$ cat src/rtl/mbr_pkg.sv
package mbr_pkg;

  typedef enum logic [1:0] {
    ST_IDLE,
    ST_ADDR,
    ST_WAIT,
    ST_DATA
  } mbr_state_e;

  // Effective latency: configuration code forced into [lo, hi].
  function automatic int unsigned clamp_latency(input int unsigned code,
                                                input int unsigned lo,
                                                input int unsigned hi);
    if (code < lo) return lo;
    if (code > hi) return hi;
    return code;
  endfunction

  // Next position inside a power-of-two wrap group.
  function automatic int unsigned wrap_step(input int unsigned pos,
                                            input int unsigned group);
    return (pos + 1) % group;
  endfunction

endpackage

$ cat src/rtl/mbr_lat_timer.sv
module mbr_lat_timer #(
  parameter int LAT_W = 5
) (
  input  logic             clk,
  input  logic             rst_n,
  input  logic             start,
  input  logic             run,
  input  logic [LAT_W-1:0] lat,
  output logic             hit
);
  logic [LAT_W-1:0] edge_cnt;

  always_ff @(posedge clk or negedge rst_n) begin
    if (!rst_n)     edge_cnt <= '0;
    else if (start) edge_cnt <= LAT_W'(1);
    else if (run)   edge_cnt <= edge_cnt + LAT_W'(1);
  end

  // The edge numbered lat-1 is the last waiting edge.
  assign hit = run && (edge_cnt == lat - LAT_W'(1));
endmodule

$ cat src/rtl/mbr_wrap_seq.sv
module mbr_wrap_seq
  import mbr_pkg::*;
#(
  parameter int BURST_LEN = 8,
  localparam int IDX_W = $clog2(BURST_LEN)
) (
  input  logic             clk,
  input  logic             rst_n,
  input  logic             load,
  input  logic [IDX_W-1:0] start_idx,
  input  logic             step,
  output logic [IDX_W-1:0] idx,
  output logic             last
);
  logic [IDX_W-1:0] taken;

  always_ff @(posedge clk or negedge rst_n) begin
    if (!rst_n) begin
      idx   <= '0;
      taken <= '0;
    end else if (load) begin
      idx   <= start_idx;
      taken <= '0;
    end else if (step) begin
      idx   <= IDX_W'(wrap_step(32'(idx), BURST_LEN));
      taken <= taken + IDX_W'(1);
    end
  end

  assign last = (taken == IDX_W'(BURST_LEN - 1));
endmodule

$ cat src/rtl/mbr_rdy_qual.sv
module mbr_rdy_qual (
  input  logic clk,
  input  logic rst_n,
  input  logic rdy_in,
  input  logic early,
  output logic take_ok
);
  logic rdy_now;
  logic rdy_prev;

  // Only a driven 1 counts; an undriven line never compares equal.
  assign rdy_now = (rdy_in == 1'b1);

  always_ff @(posedge clk or negedge rst_n) begin
    if (!rst_n) rdy_prev <= 1'b0;
    else        rdy_prev <= rdy_now;
  end

  assign take_ok = early ? rdy_prev : rdy_now;
endmodule

$ cat src/rtl/mux_burst_rdctl.sv
module mux_burst_rdctl
  import mbr_pkg::*;
#(
  parameter int ADDR_W    = 25,
  parameter int DATA_W    = 16,
  parameter int BURST_LEN = 8,
  parameter int LAT_W     = 5,
  parameter int LAT_MIN   = 2,
  parameter int LAT_MAX   = 16,
  localparam int HI_W  = ADDR_W - DATA_W,
  localparam int IDX_W = $clog2(BURST_LEN)
) (
  input  logic              clk,
  input  logic              rst_n,
  input  logic [LAT_W-1:0]  cfg_latency,
  input  logic              cfg_rdy_early,
  input  logic              req,
  input  logic [ADDR_W-1:0] req_addr,
  output logic              rd_valid,
  output logic [DATA_W-1:0] rd_data,
  output logic [IDX_W-1:0]  rd_idx,
  output logic              rd_done,
  output logic              fl_ce_n,
  output logic              fl_avd_n,
  output logic              fl_oe_n,
  output logic [HI_W-1:0]   fl_addr_hi,
  output logic [DATA_W-1:0] fl_ad_out,
  output logic              fl_ad_oe,
  input  logic [DATA_W-1:0] fl_ad_in,
  input  logic              fl_rdy
);
  mbr_state_e       st;
  logic [LAT_W-1:0] lat_q;
  logic             early_q;

  // Named internal events.
  logic             req_accept;
  logic             addr_phase_end;
  logic             lat_hit;
  logic             take_ok;
  logic             word_take;
  logic             burst_last;
  logic [IDX_W-1:0] cur_idx;

  assign req_accept     = (st == ST_IDLE) && req;
  assign addr_phase_end = (st == ST_ADDR);
  assign word_take      = (st == ST_DATA) && take_ok;

  mbr_lat_timer #(.LAT_W(LAT_W)) u_timer (
    .clk   (clk),
    .rst_n (rst_n),
    .start (addr_phase_end),
    .run   (st == ST_WAIT),
    .lat   (lat_q),
    .hit   (lat_hit)
  );

  mbr_wrap_seq #(.BURST_LEN(BURST_LEN)) u_seq (
    .clk       (clk),
    .rst_n     (rst_n),
    .load      (req_accept),
    .start_idx (req_addr[IDX_W-1:0]),
    .step      (word_take),
    .idx       (cur_idx),
    .last      (burst_last)
  );

  mbr_rdy_qual u_rdy (
    .clk     (clk),
    .rst_n   (rst_n),
    .rdy_in  (fl_rdy),
    .early   (early_q),
    .take_ok (take_ok)
  );

  always_ff @(posedge clk or negedge rst_n) begin
    if (!rst_n) begin
      st         <= ST_IDLE;
      lat_q      <= LAT_W'(LAT_MIN);
      early_q    <= 1'b0;
      fl_ce_n    <= 1'b1;
      fl_avd_n   <= 1'b1;
      fl_oe_n    <= 1'b1;
      fl_ad_oe   <= 1'b0;
      fl_ad_out  <= '0;
      fl_addr_hi <= '0;
      rd_valid   <= 1'b0;
      rd_done    <= 1'b0;
      rd_data    <= '0;
      rd_idx     <= '0;
    end else begin
      rd_valid <= 1'b0;
      rd_done  <= 1'b0;
      unique case (st)
        ST_IDLE: begin
          if (req) begin
            st         <= ST_ADDR;
            lat_q      <= LAT_W'(clamp_latency(32'(cfg_latency), LAT_MIN, LAT_MAX));
            early_q    <= cfg_rdy_early;
            fl_ce_n    <= 1'b0;
            fl_avd_n   <= 1'b0;
            fl_ad_oe   <= 1'b1;
            fl_ad_out  <= req_addr[DATA_W-1:0];
            fl_addr_hi <= req_addr[ADDR_W-1:DATA_W];
          end
        end
        ST_ADDR: begin
          st       <= ST_WAIT;
          fl_avd_n <= 1'b1;
          fl_ad_oe <= 1'b0;
        end
        ST_WAIT: begin
          fl_oe_n <= 1'b0;
          if (lat_hit) st <= ST_DATA;
        end
        ST_DATA: begin
          if (word_take) begin
            rd_valid <= 1'b1;
            rd_data  <= fl_ad_in;
            rd_idx   <= cur_idx;
            if (burst_last) begin
              rd_done <= 1'b1;
              fl_ce_n <= 1'b1;
              fl_oe_n <= 1'b1;
              st      <= ST_IDLE;
            end
          end
        end
        default: st <= ST_IDLE;
      endcase
    end
  end
endmodule

$ cat config.mk
export PLATFORM = sky130hd
export DESIGN_NAME = mux_burst_rdctl
export DESIGN_NICKNAME = d
export VERILOG_FILES = /design/src/rtl/mbr_pkg.sv /design/src/rtl/mbr_lat_timer.sv /design/src/rtl/mbr_wrap_seq.sv /design/src/rtl/mbr_rdy_qual.sv /design/src/rtl/mux_burst_rdctl.sv
export SDC_FILE = /design/constraint.sdc
export NUM_CORES = 1
export LEC_CHECK = 0
export ABC_AREA = 1
export BUFFER_PORTS_ARGS = -buffer_cell sky130_fd_sc_hd__buf_2
export CAP_MARGIN = 20
export CELL_PAD_IN_SITES_DETAIL_PLACEMENT = 0
export CELL_PAD_IN_SITES_GLOBAL_PLACEMENT = 1
export CORE_UTILIZATION = 39
export DETAILED_ROUTE_END_ITERATION = 8
export MAX_ROUTING_LAYER = met4
export PLACE_DENSITY = 0.87
export SLEW_MARGIN = 20
export SYNTH_ARGS = -nofsm -noshare
export SYNTH_HDL_FRONTEND = slang
export SYNTH_SLANG_ARGS = --single-unit
$ cat constraint.sdc
create_clock -name clk -period 4.8 [get_ports clk]
set_input_delay 0.72 -clock clk [delete_from_list [all_inputs] [get_ports clk]]
set_output_delay 0.72 -clock clk [all_outputs]
set_load 0.03 [all_outputs]
==> results of run 1 <==
power breakdown:
part / internal, W / switching (W) / leakage (nW)
logic: 0.000406 / 0.000902 / 1.26
registers: 0.000855 / 0.000149 / 0.874
clock network: 0.000364 / 0.000227 / 0.127
total: 0.00162 / 0.00128 / 2.26
metrics by stage:
stage               hold WS [ns]  total power, W
finish                     0.477         0.00290
global route               0.495         0.00315
CTS                        0.481         0.00294
detailed placement         0.461         0.00233
global placement           0.458         0.00230
floorplan                  0.424         0.00200
cell usage after synthesis:
master,number
a21oi_1,6
buf_2,5
buf_4,2
buf_6,3
buf_8,1
clkbuf_1,1
dfrtp_1,66
dfstp_2,4
ha_1,9
inv_1,32
inv_2,4
nand2_1,166
nand2_2,4
nand3_1,17
nand3_2,2
nand4_1,2
nor2_1,9
nor3_1,3
o211ai_1,1
o211ai_2,2
o21a_1,1
o21ai_0,11
o21ai_1,4
o21bai_1,1
o22ai_1,3
or2_1,1
xor2_1,1
logic make-up after synthesis:
| logic type | synth area share |
|---|---|
| buffers and inverters | 0.0735 |
| DFF | 0.567 |
| and+or+nand+nor | 0.265 |
| AOI/OAI and AO/OA | 0.0553 |
| adders and majority gates | 0.0363 |
| xor gates and xnor gates | 0.00283 |
metal layers:
metal | share of wire | track usage | vias to the layer above
li1 | - | - | 1320
met3 | 0.066 | 0.0410 | 9
met5 | 0 | - | -
met2 | 0.45 | 0.268 | 81
met1 | 0.47 | 0.221 | 1193
met4 | 0.015 | 0.0754 | 0
registers in the layout (all words and copies together), names as in the netlist, 2 cells and up:
name,cells
fl_addr_hi,9
lat_q,5
u_timer.edge_cnt,5
st,2
u_seq.taken,3
fl_ad_out,16
rd_idx,3
rd_data,16
u_seq.idx,3
path summary, 6_finish.rpt:
| check | from | to | slack, ns | cells past startpoint |
|---|---|---|---|---|
| min in group asynchronous | rst_n | fl_ad_out[0] | 0.49 | 1 |
| hold / removal | fl_ce_n | fl_ce_n | 0.48 | 2 |
| hold reg to reg | fl_ce_n | fl_ce_n | 0.48 | 2 |
| setup reg to reg | st[0] | u_seq.idx[0] | 2.76 | 9 |
| max in group asynchronous | rst_n | fl_ad_out[14] | 3.74 | 1 |
| setup / recovery | st[0] | u_seq.idx[0] | 2.76 | 9 |
final cells by class:
cell class                 count  area (um2)  share of cell area
multi-input combinational    243        1110               0.286
inverter                      36         135              0.0347
timing repair buffer         101         510               0.131
clock inverter                 6         116              0.0299
sequential                    70        1760               0.451
clock buffer                  10         138              0.0353
tap                          102         128              0.0327
critical path: stages, from the launching register on:
cell and delay [ns]:
dfrtp_1 0.41, inv_1 0.08, ha_1 0.22, nand2_1 0.06
buf_4 0.36, inv_2 0.35, nand2_1 0.19, o21ai_0 0.09
nand2_1 0.08, o21ai_1 0.05
==> impl_metrics.env, run 1 <==
export IMPL_status="completed"
export IMPL_antenna_cells=0
export IMPL_dp_cells=552
export IMPL_dp_slack_ns=2.37
export IMPL_viasPerCell=4.58
export IMPL_io_pins=101
export IMPL_crit_arrival_ns=2.28
export IMPL_yosys_warnings=0
export IMPL_path_max_fanout=39
export IMPL_clock_sinks=70
export IMPL_htree_levels=3
export IMPL_start_util=0.403
export IMPL_period_share=0.426
export IMPL_period_needed_ns=2.04
export IMPL_maxCapViolations=0
export IMPL_cts_resized=0
export IMPL_overflow=0
export IMPL_antenna_left=0
export IMPL_postLayoutCoreUtil=0.507
export IMPL_post_cts_buffers=0
export IMPL_drive_gt1_frac=0.285
export IMPL_rows=32
export IMPL_gp_congestion=0.751
export IMPL_grt_max_degree=71
export IMPL_nFillCells=763
export IMPL_worstMarginPinSlew_ns=0.872
export IMPL_core_region_area_um2=7690
export IMPL_dieArea_um2=8300
export IMPL_p_per_area_nw_per_um2=745
export IMPL_fmax_mhz=489
export IMPL_place_area_um2=3640
export IMPL_synth_top_area_frac=0.533
export IMPL_mostFrequentLayoutCell="nand2_1"
export IMPL_stdcell_count=568
export IMPL_cts_hold_buf=0
export IMPL_yosysUniqueCellTypes=27
export IMPL_ir_worst_vdd_uv=298
export IMPL_drc=0
export IMPL_syn_avg_cell_area_um2=8.58
export IMPL_cp_required_ns=5.03
export IMPL_finalWirelength_um=6260
export IMPL_yosysTopAreaCell="dfrtp_1"
export IMPL_syn_to_final_growth_pct=25.8
export IMPL_setup_viol=0
export IMPL_initialDrtViolationCount=148
export IMPL_crit_path_start_kind="flip-flop"
export IMPL_cts_buffers=9
export IMPL_syn_inst=361
export IMPL_hpwl_um=4330
export IMPL_synth_seq_cells=70
export IMPL_grt_usage=0.175
export IMPL_fin_tns_setup_ns=0
export IMPL_clkTransAtPathRegs_ns=0.08
export IMPL_synth_nets=421
export IMPL_hold_path_class="reg -> reg"
export IMPL_timing_hold_violations_final=0
export IMPL_cts_tree="done"
export IMPL_critPathKind="reg -> reg"
export IMPL_grt_pass1_wl_um=11100
export IMPL_wl_per_cell_um=11.0
export IMPL_final_area_um2=3900
export IMPL_die_x_um=91.1
export IMPL_vias=2603
export IMPL_layout_common_cells="166 x nand2_1, 99 x buf_2, 66 x dfrtp_1"
export IMPL_slew_viol_final=0
export IMPL_dr_pass1_iters=4
export IMPL_layout_nets=521
export IMPL_clockBufferDepth=2
export IMPL_clock_root_buffer="clkbuf_8"
export IMPL_fin_ws_ns=2.76
export IMPL_clock_skew_ns=0.00657
export IMPL_netlist_area_um2=3100
export IMPL_rsz0062_at_grt="no"
export IMPL_synthTopCellsByArea="dfrtp_1 53%, nand2_1 20%, inv_1 3.9%"
export IMPL_slew_headroom=0.419
export IMPL_clk_latency_ns=0.34
export IMPL_die_h_um=91.1
export IMPL_grt_pass1_vias=2521
export IMPL_port_buffers=100
export IMPL_antenna_found_initial=0
export IMPL_cellLeakagePower_nw=2.26
export IMPL_ys_seq_area_frac=0.567
export IMPL_cp_end_kind="flip-flop"
No activity file was read; power rests on OpenSTA's default activity.
==> run 2: changes to the inputs <==
--- a/config.mk
+++ b/config.mk
@@ -10,10 +10,10 @@
 export CAP_MARGIN = 20
 export CELL_PAD_IN_SITES_DETAIL_PLACEMENT = 0
 export CELL_PAD_IN_SITES_GLOBAL_PLACEMENT = 1
-export CORE_UTILIZATION = 39
+export CORE_UTILIZATION = 33
 export DETAILED_ROUTE_END_ITERATION = 8
 export MAX_ROUTING_LAYER = met4
-export PLACE_DENSITY = 0.87
+export PLACE_DENSITY = 0.78
 export SLEW_MARGIN = 20
 export SYNTH_ARGS = -nofsm -noshare
 export SYNTH_HDL_FRONTEND = slang
==> constraint.sdc (replaced) <==
create_clock -name clk -period 1.8 [get_ports clk]
set_input_delay 0.27 -clock clk [delete_from_list [all_inputs] [get_ports clk]]
set_output_delay 0.27 -clock clk [all_outputs]
set_load 0.03 [all_outputs]
==> impl_metrics.env, run 2 (synthesis gave the netlist of run 1 again) <==
export IMPL_worstSetupStartpoint="lat_q[1]"
export IMPL_clock_root_buffer="clkbuf_8"
export IMPL_power_switching_w=0.00351
export IMPL_port_buffers=100
export IMPL_cp_endpoint="st[0]"
export IMPL_seqPwrFrac=0.345
export IMPL_cellLeakagePower_nw=2.30
export IMPL_gp_congestion=0.774
export IMPL_clk_latency_ns=0.34
export IMPL_netSwitchingFraction=0.450
export IMPL_slew_headroom=0.713
export IMPL_r2r_worst_path_cells=11
export IMPL_slowest_stage="dfstp_2"
export IMPL_p_int_w=0.00429
export IMPL_layout_common_cells="165 x nand2_1, 99 x buf_2, 66 x dfrtp_1"
export IMPL_rows=34
export IMPL_timing_hold_violations_final=0
export IMPL_critPathMaxStageDelay_ns=0.52
export IMPL_worst_hold_slack_ns=0.0447
export IMPL_dp_slack_ns=0.169
export IMPL_drc=0
export IMPL_fin_tns_setup_ns=0
export IMPL_htree_levels=3
export IMPL_crit_family="simple AND/OR/NAND/NOR gates"
export IMPL_overflow=0
export IMPL_total_power_w=0.00779
export IMPL_dr_pass1_iters=4
export IMPL_vias=2582
export IMPL_p_per_area_nw_per_um2=1950
export IMPL_crit_path_cell_trace="inv_1 > ha_2 > nor2_1 > nor2_1 > nand2_1 > nor2_2 > nand3_2 > nand2_2 > buf_4 > nand3_1 > nand2_1"
export IMPL_grt_max_degree=40
export IMPL_grt_pass1_wl_um=12200
export IMPL_period_needed_ns=1.65
export IMPL_r2r_slack_ns=0.15
export IMPL_cp_required_ns=2.08
export IMPL_die_x_um=98.9
export IMPL_syn_to_final_growth_pct=28.8
export IMPL_initialDrtViolationCount=79
export IMPL_wl_per_cell_um=11.8
export IMPL_period_share=0.917
export IMPL_fmax_mhz=606
export IMPL_crit_path_start_kind="flip-flop"
export IMPL_clock_skew_ns=0.00921
export IMPL_cts_buffers=9
export IMPL_io_pins=101
export IMPL_finalWirelength_um=6900
export IMPL_mostFrequentLayoutCell="nand2_1"
export IMPL_die_h_um=98.9
export IMPL_crit_arrival_ns=1.93
export IMPL_antenna_found_initial=0
export IMPL_rsz0062_at_grt="no"
export IMPL_cp_end_kind="flip-flop"
export IMPL_stdcell_count=583
export IMPL_dieArea_um2=9780
export IMPL_worstMarginPinSlew_ns=0.431
export IMPL_clockBufferDepth=2
export IMPL_reg2reg_to="st[0]"
export IMPL_ir_worst_vdd_uv=825
export IMPL_drive_gt1_frac=0.305
export IMPL_critPathBufInv=2
export IMPL_antenna_cells=0
export IMPL_viasPerCell=4.43
export IMPL_r2r_start="lat_q[1]"
export IMPL_start_util=0.348
export IMPL_setup_viol=0
export IMPL_critPathKind="reg -> reg"
export IMPL_core_region_area_um2=8890
export IMPL_fin_ws_ns=0.149
export IMPL_status="completed"
export IMPL_slew_viol_final=0
export IMPL_antenna_left=0
export IMPL_hold_path_class="in -> reg"
export IMPL_power_frac_comb=0.469
export IMPL_layout_nets=530
export IMPL_grt_pass1_vias=2629
export IMPL_pwr_share_clk=0.187
export IMPL_maxCapViolations=0
export IMPL_cts_tree="done"
export IMPL_cp_depth=11
export IMPL_path_max_fanout=3
export IMPL_clock_sinks=70
export IMPL_hpwl_um=5100
export IMPL_grt_usage=0.161
export IMPL_reg_top3="fl_ad_out: 16 flops, rd_data: 16 flops, fl_addr_hi: 9 flops"
export IMPL_dp_cells=565
export IMPL_clkTransAtPathRegs_ns=0.08
run 2: how the worst min path moves through the flow:
stage / from / endpoint / cells after the start
floorplan: rst_n / early_q / 0
global placement: rst_n / fl_ad_out[6] / 1
detailed placement: rst_n / fl_ad_out[4] / 1
CTS: fl_rdy / u_rdy.rdy_prev / 1
global route: fl_rdy / u_rdy.rdy_prev / 1
finish: fl_rdy / u_rdy.rdy_prev / 1
run 2: per-stage QoR:
step	util	instance area, um2
final	0.449	3990
after global routing	0.449	3990
after CTS	0.447	3970
after detailed placement	0.419	3730
after global placement	0.419	3730
after floorplan	-	3100
run 2: what timing repair did:
action,CTS,global route
gates resized for setup,0,4
hold endpoints to repair,27,0
hold buffers,1,0
setup endpoints to repair,0,2
buffers inserted,0,1
run 2: cell type report:
| class | count | area [um2] |
|---|---|---|
| Sequential cell | 70 | 1760 |
| Tap cell | 108 | 135 |
| Clock buffer | 10 | 138 |
| Clock inverter | 6 | 93.8 |
| Fill cell | 896 | 4900 |
| Multi-Input combinational cell | 243 | 1130 |
| Timing Repair Buffer | 110 | 606 |
| Inverter | 36 | 135 |
run 2: worst register-to-register path, stage by stage, from the launching register on:
cell     delay [ns]
dfstp_2        0.52
inv_1          0.06
ha_2           0.32
nor2_1         0.04
nor2_1         0.09
nand2_1        0.06
nor2_2         0.10
nand3_2        0.09
nand2_2        0.10
buf_4          0.11
nand3_1        0.05
nand2_1        0.06
run 2: layer usage:
metal | vias up | share of wire | track usage
met3 | 8 | 0.059 | 0.0447
met4 | 0 | 0.012 | 0.0551
met1 | 1165 | 0.48 | 0.209
li1 | 1330 | - | -
met2 | 79 | 0.45 | 0.244
met5 | - | 0 | -
run 2: power by group through the flow:
stage | clock (W) | combinational, W | sequential [W]
finish | 0.00145 | 0.00365 | 0.00269
global route | 0.00157 | 0.00412 | 0.00278
CTS | 0.00150 | 0.00365 | 0.00269
detailed placement | 0 | 0.00364 | 0.00270
global placement | 0 | 0.00357 | 0.00270
floorplan | 0 | 0.00169 | 0.00363
==> run 3: changes to the inputs <==
--- a/config.mk
+++ b/config.mk
@@ -14,6 +14,7 @@
 export DETAILED_ROUTE_END_ITERATION = 8
 export MAX_ROUTING_LAYER = met4
 export PLACE_DENSITY = 0.78
+export RECOVER_POWER = 25
 export SLEW_MARGIN = 20
 export SYNTH_ARGS = -nofsm -noshare
 export SYNTH_HDL_FRONTEND = slang
==> impl_metrics.env, run 3 (synthesis gave the netlist of run 1 again) <==
export IMPL_wl_per_cell_um=11.8
export IMPL_hpwl_um=5100
export IMPL_grt_usage=0.161
export IMPL_path_max_fanout=3
export IMPL_maxCapViolations=0
export IMPL_r2r_start="lat_q[1]"
export IMPL_worstHoldPathCells=1
export IMPL_antenna_cells=0
export IMPL_drive_gt1_frac=0.305
export IMPL_postLayoutCoreUtil=0.447
export IMPL_rows=34
export IMPL_rsz0062_at_grt="no"
export IMPL_final_area_um2=3980
export IMPL_cp_end_kind="flip-flop"
export IMPL_dr_pass1_iters=5
export IMPL_vias=2576
export IMPL_cts_buffers=9
export IMPL_timing_hold_violations_final=0
export IMPL_gp_congestion=0.774
export IMPL_clock_root_buffer="clkbuf_8"
export IMPL_antenna_left=0
export IMPL_clockBufferDepth=2
export IMPL_cp_required_ns=2.08
export IMPL_place_area_um2=3730
export IMPL_grt_pass1_wl_um=12200
export IMPL_drc=0
export IMPL_crit_path_start_kind="flip-flop"
export IMPL_cts_tree="done"
export IMPL_viasPerCell=4.42
export IMPL_dieArea_um2=9780
export IMPL_port_buffers=100
export IMPL_period_share=0.918
export IMPL_fmax_mhz=605
export IMPL_clkTransAtPathRegs_ns=0.08
export IMPL_clock_sinks=70
export IMPL_p_per_area_nw_per_um2=1960
export IMPL_slew_headroom=0.467
export IMPL_die_h_um=98.9
export IMPL_io_pins=101
export IMPL_layout_nets=530
export IMPL_grt_max_degree=40
export IMPL_htree_levels=3
export IMPL_hold_end="u_rdy.rdy_prev"
export IMPL_r2r_slack_ns=0.15
export IMPL_die_x_um=98.9
export IMPL_period_needed_ns=1.65
export IMPL_worstMarginPinSlew_ns=0.800
export IMPL_ir_worst_vdd_uv=825
export IMPL_worst_hold_slack_ns=0.0458
export IMPL_syn_to_final_growth_pct=28.3
export IMPL_finalWirelength_um=6900
export IMPL_setup_viol=0
export IMPL_layout_common_cells="165 x nand2_1, 99 x buf_2, 66 x dfrtp_1"
export IMPL_initialDrtViolationCount=80
export IMPL_mostFrequentLayoutCell="nand2_1"
export IMPL_reg_top3="fl_ad_out: 16 flops, rd_data: 16 flops, fl_addr_hi: 9 flops"
export IMPL_hold_path_class="in -> reg"
export IMPL_start_util=0.348
export IMPL_cellLeakagePower_nw=2.29
export IMPL_slew_viol_final=0
export IMPL_crit_arrival_ns=1.94
export IMPL_r2r_worst_path_cells=11
export IMPL_reg2reg_to="st[0]"
export IMPL_holdCritStartpoint="fl_rdy"
export IMPL_critPathKind="reg -> reg"
export IMPL_core_region_area_um2=8890
export IMPL_clk_latency_ns=0.34
export IMPL_clock_skew_ns=0.00928
export IMPL_status="completed"
export IMPL_worstSetupStartpoint="lat_q[1]"
export IMPL_grt_pass1_vias=2629
export IMPL_antenna_found_initial=0
export IMPL_overflow=0
export IMPL_fin_tns_setup_ns=0
run 3: cell types whose count changed in the layout (fill, tap and decap cells not counted):
cell      previous run  this run
buf_12               2         1
clkbuf_2             0         1
run 3: how the worst max path moves through the flow:
| stage | to | slack, ns | depth (start not counted) |
|---|---|---|---|
| 3_5_place_dp | st[1] | 0.17 | 12 |
| 4_1_cts | st[0] | 0.13 | 12 |
| 3_3_place_gp | st[1] | 0.21 | 12 |
| 6_report | st[0] | 0.15 | 11 |
| 5_1_grt | st[0] | 0.001 | 11 |
| 2_1_floorplan | st[1] | 0.28 | 12 |
run 3: per-layer routing:
| layer | vias to the layer above | global-route usage | share of wire |
|---|---|---|---|
| met5 | - | - | 0 |
| met1 | 1163 | 0.209 | 0.48 |
| met3 | 7 | 0.0447 | 0.058 |
| met2 | 76 | 0.244 | 0.45 |
| li1 | 1330 | - | - |
| met4 | 0 | 0.0551 | 0.011 |
run 3: power by group:
| part | total [W] | switching, W | internal, W |
|---|---|---|---|
| Clock | 0.00145 | 0.000626 | 0.000827 |
| Combinational | 0.00365 | 0.00247 | 0.00118 |
| Sequential | 0.00269 | 0.000410 | 0.00228 |
| Total | 0.00779 | 0.00351 | 0.00428 |
run 3: area by class of cell:
type / count / area, um2
tap: 108 / 135
timing repair buffer: 110 / 591
clock buffer: 10 / 138
clock inverter: 6 / 93.8
multi-input combinational: 243 / 1130
sequential: 70 / 1760
inverter: 36 / 135
fill: 895 / 4920
run 3: what timing repair did:
item / CTS / global route
hold buffers: 1 / 0
setup endpoints to repair: 0 / 2
endpoints found under the hold margin: 27 / 0
gates resized for setup: 0 / 4
buffers inserted: 0 / 1
run 3: through the flow:
step,power (W),setup slack [ns],cells
floorplan,0.00533,0.278,361
global placement,0.00627,0.214,565
detailed placement,0.00635,0.169,565
CTS,0.00784,0.131,582
global route,0.00846,0.00147,583
finish,0.00779,0.148,583
run 3: critical path, stage by stage, from the launching register on:
cell     delay (ns)
dfstp_2        0.52
inv_1          0.06
ha_2           0.32
nor2_1         0.04
nor2_1         0.09
nand2_1        0.06
nor2_2         0.10
nand3_2        0.09
nand2_2        0.10
buf_4          0.11
nand3_1        0.05
nand2_1        0.06
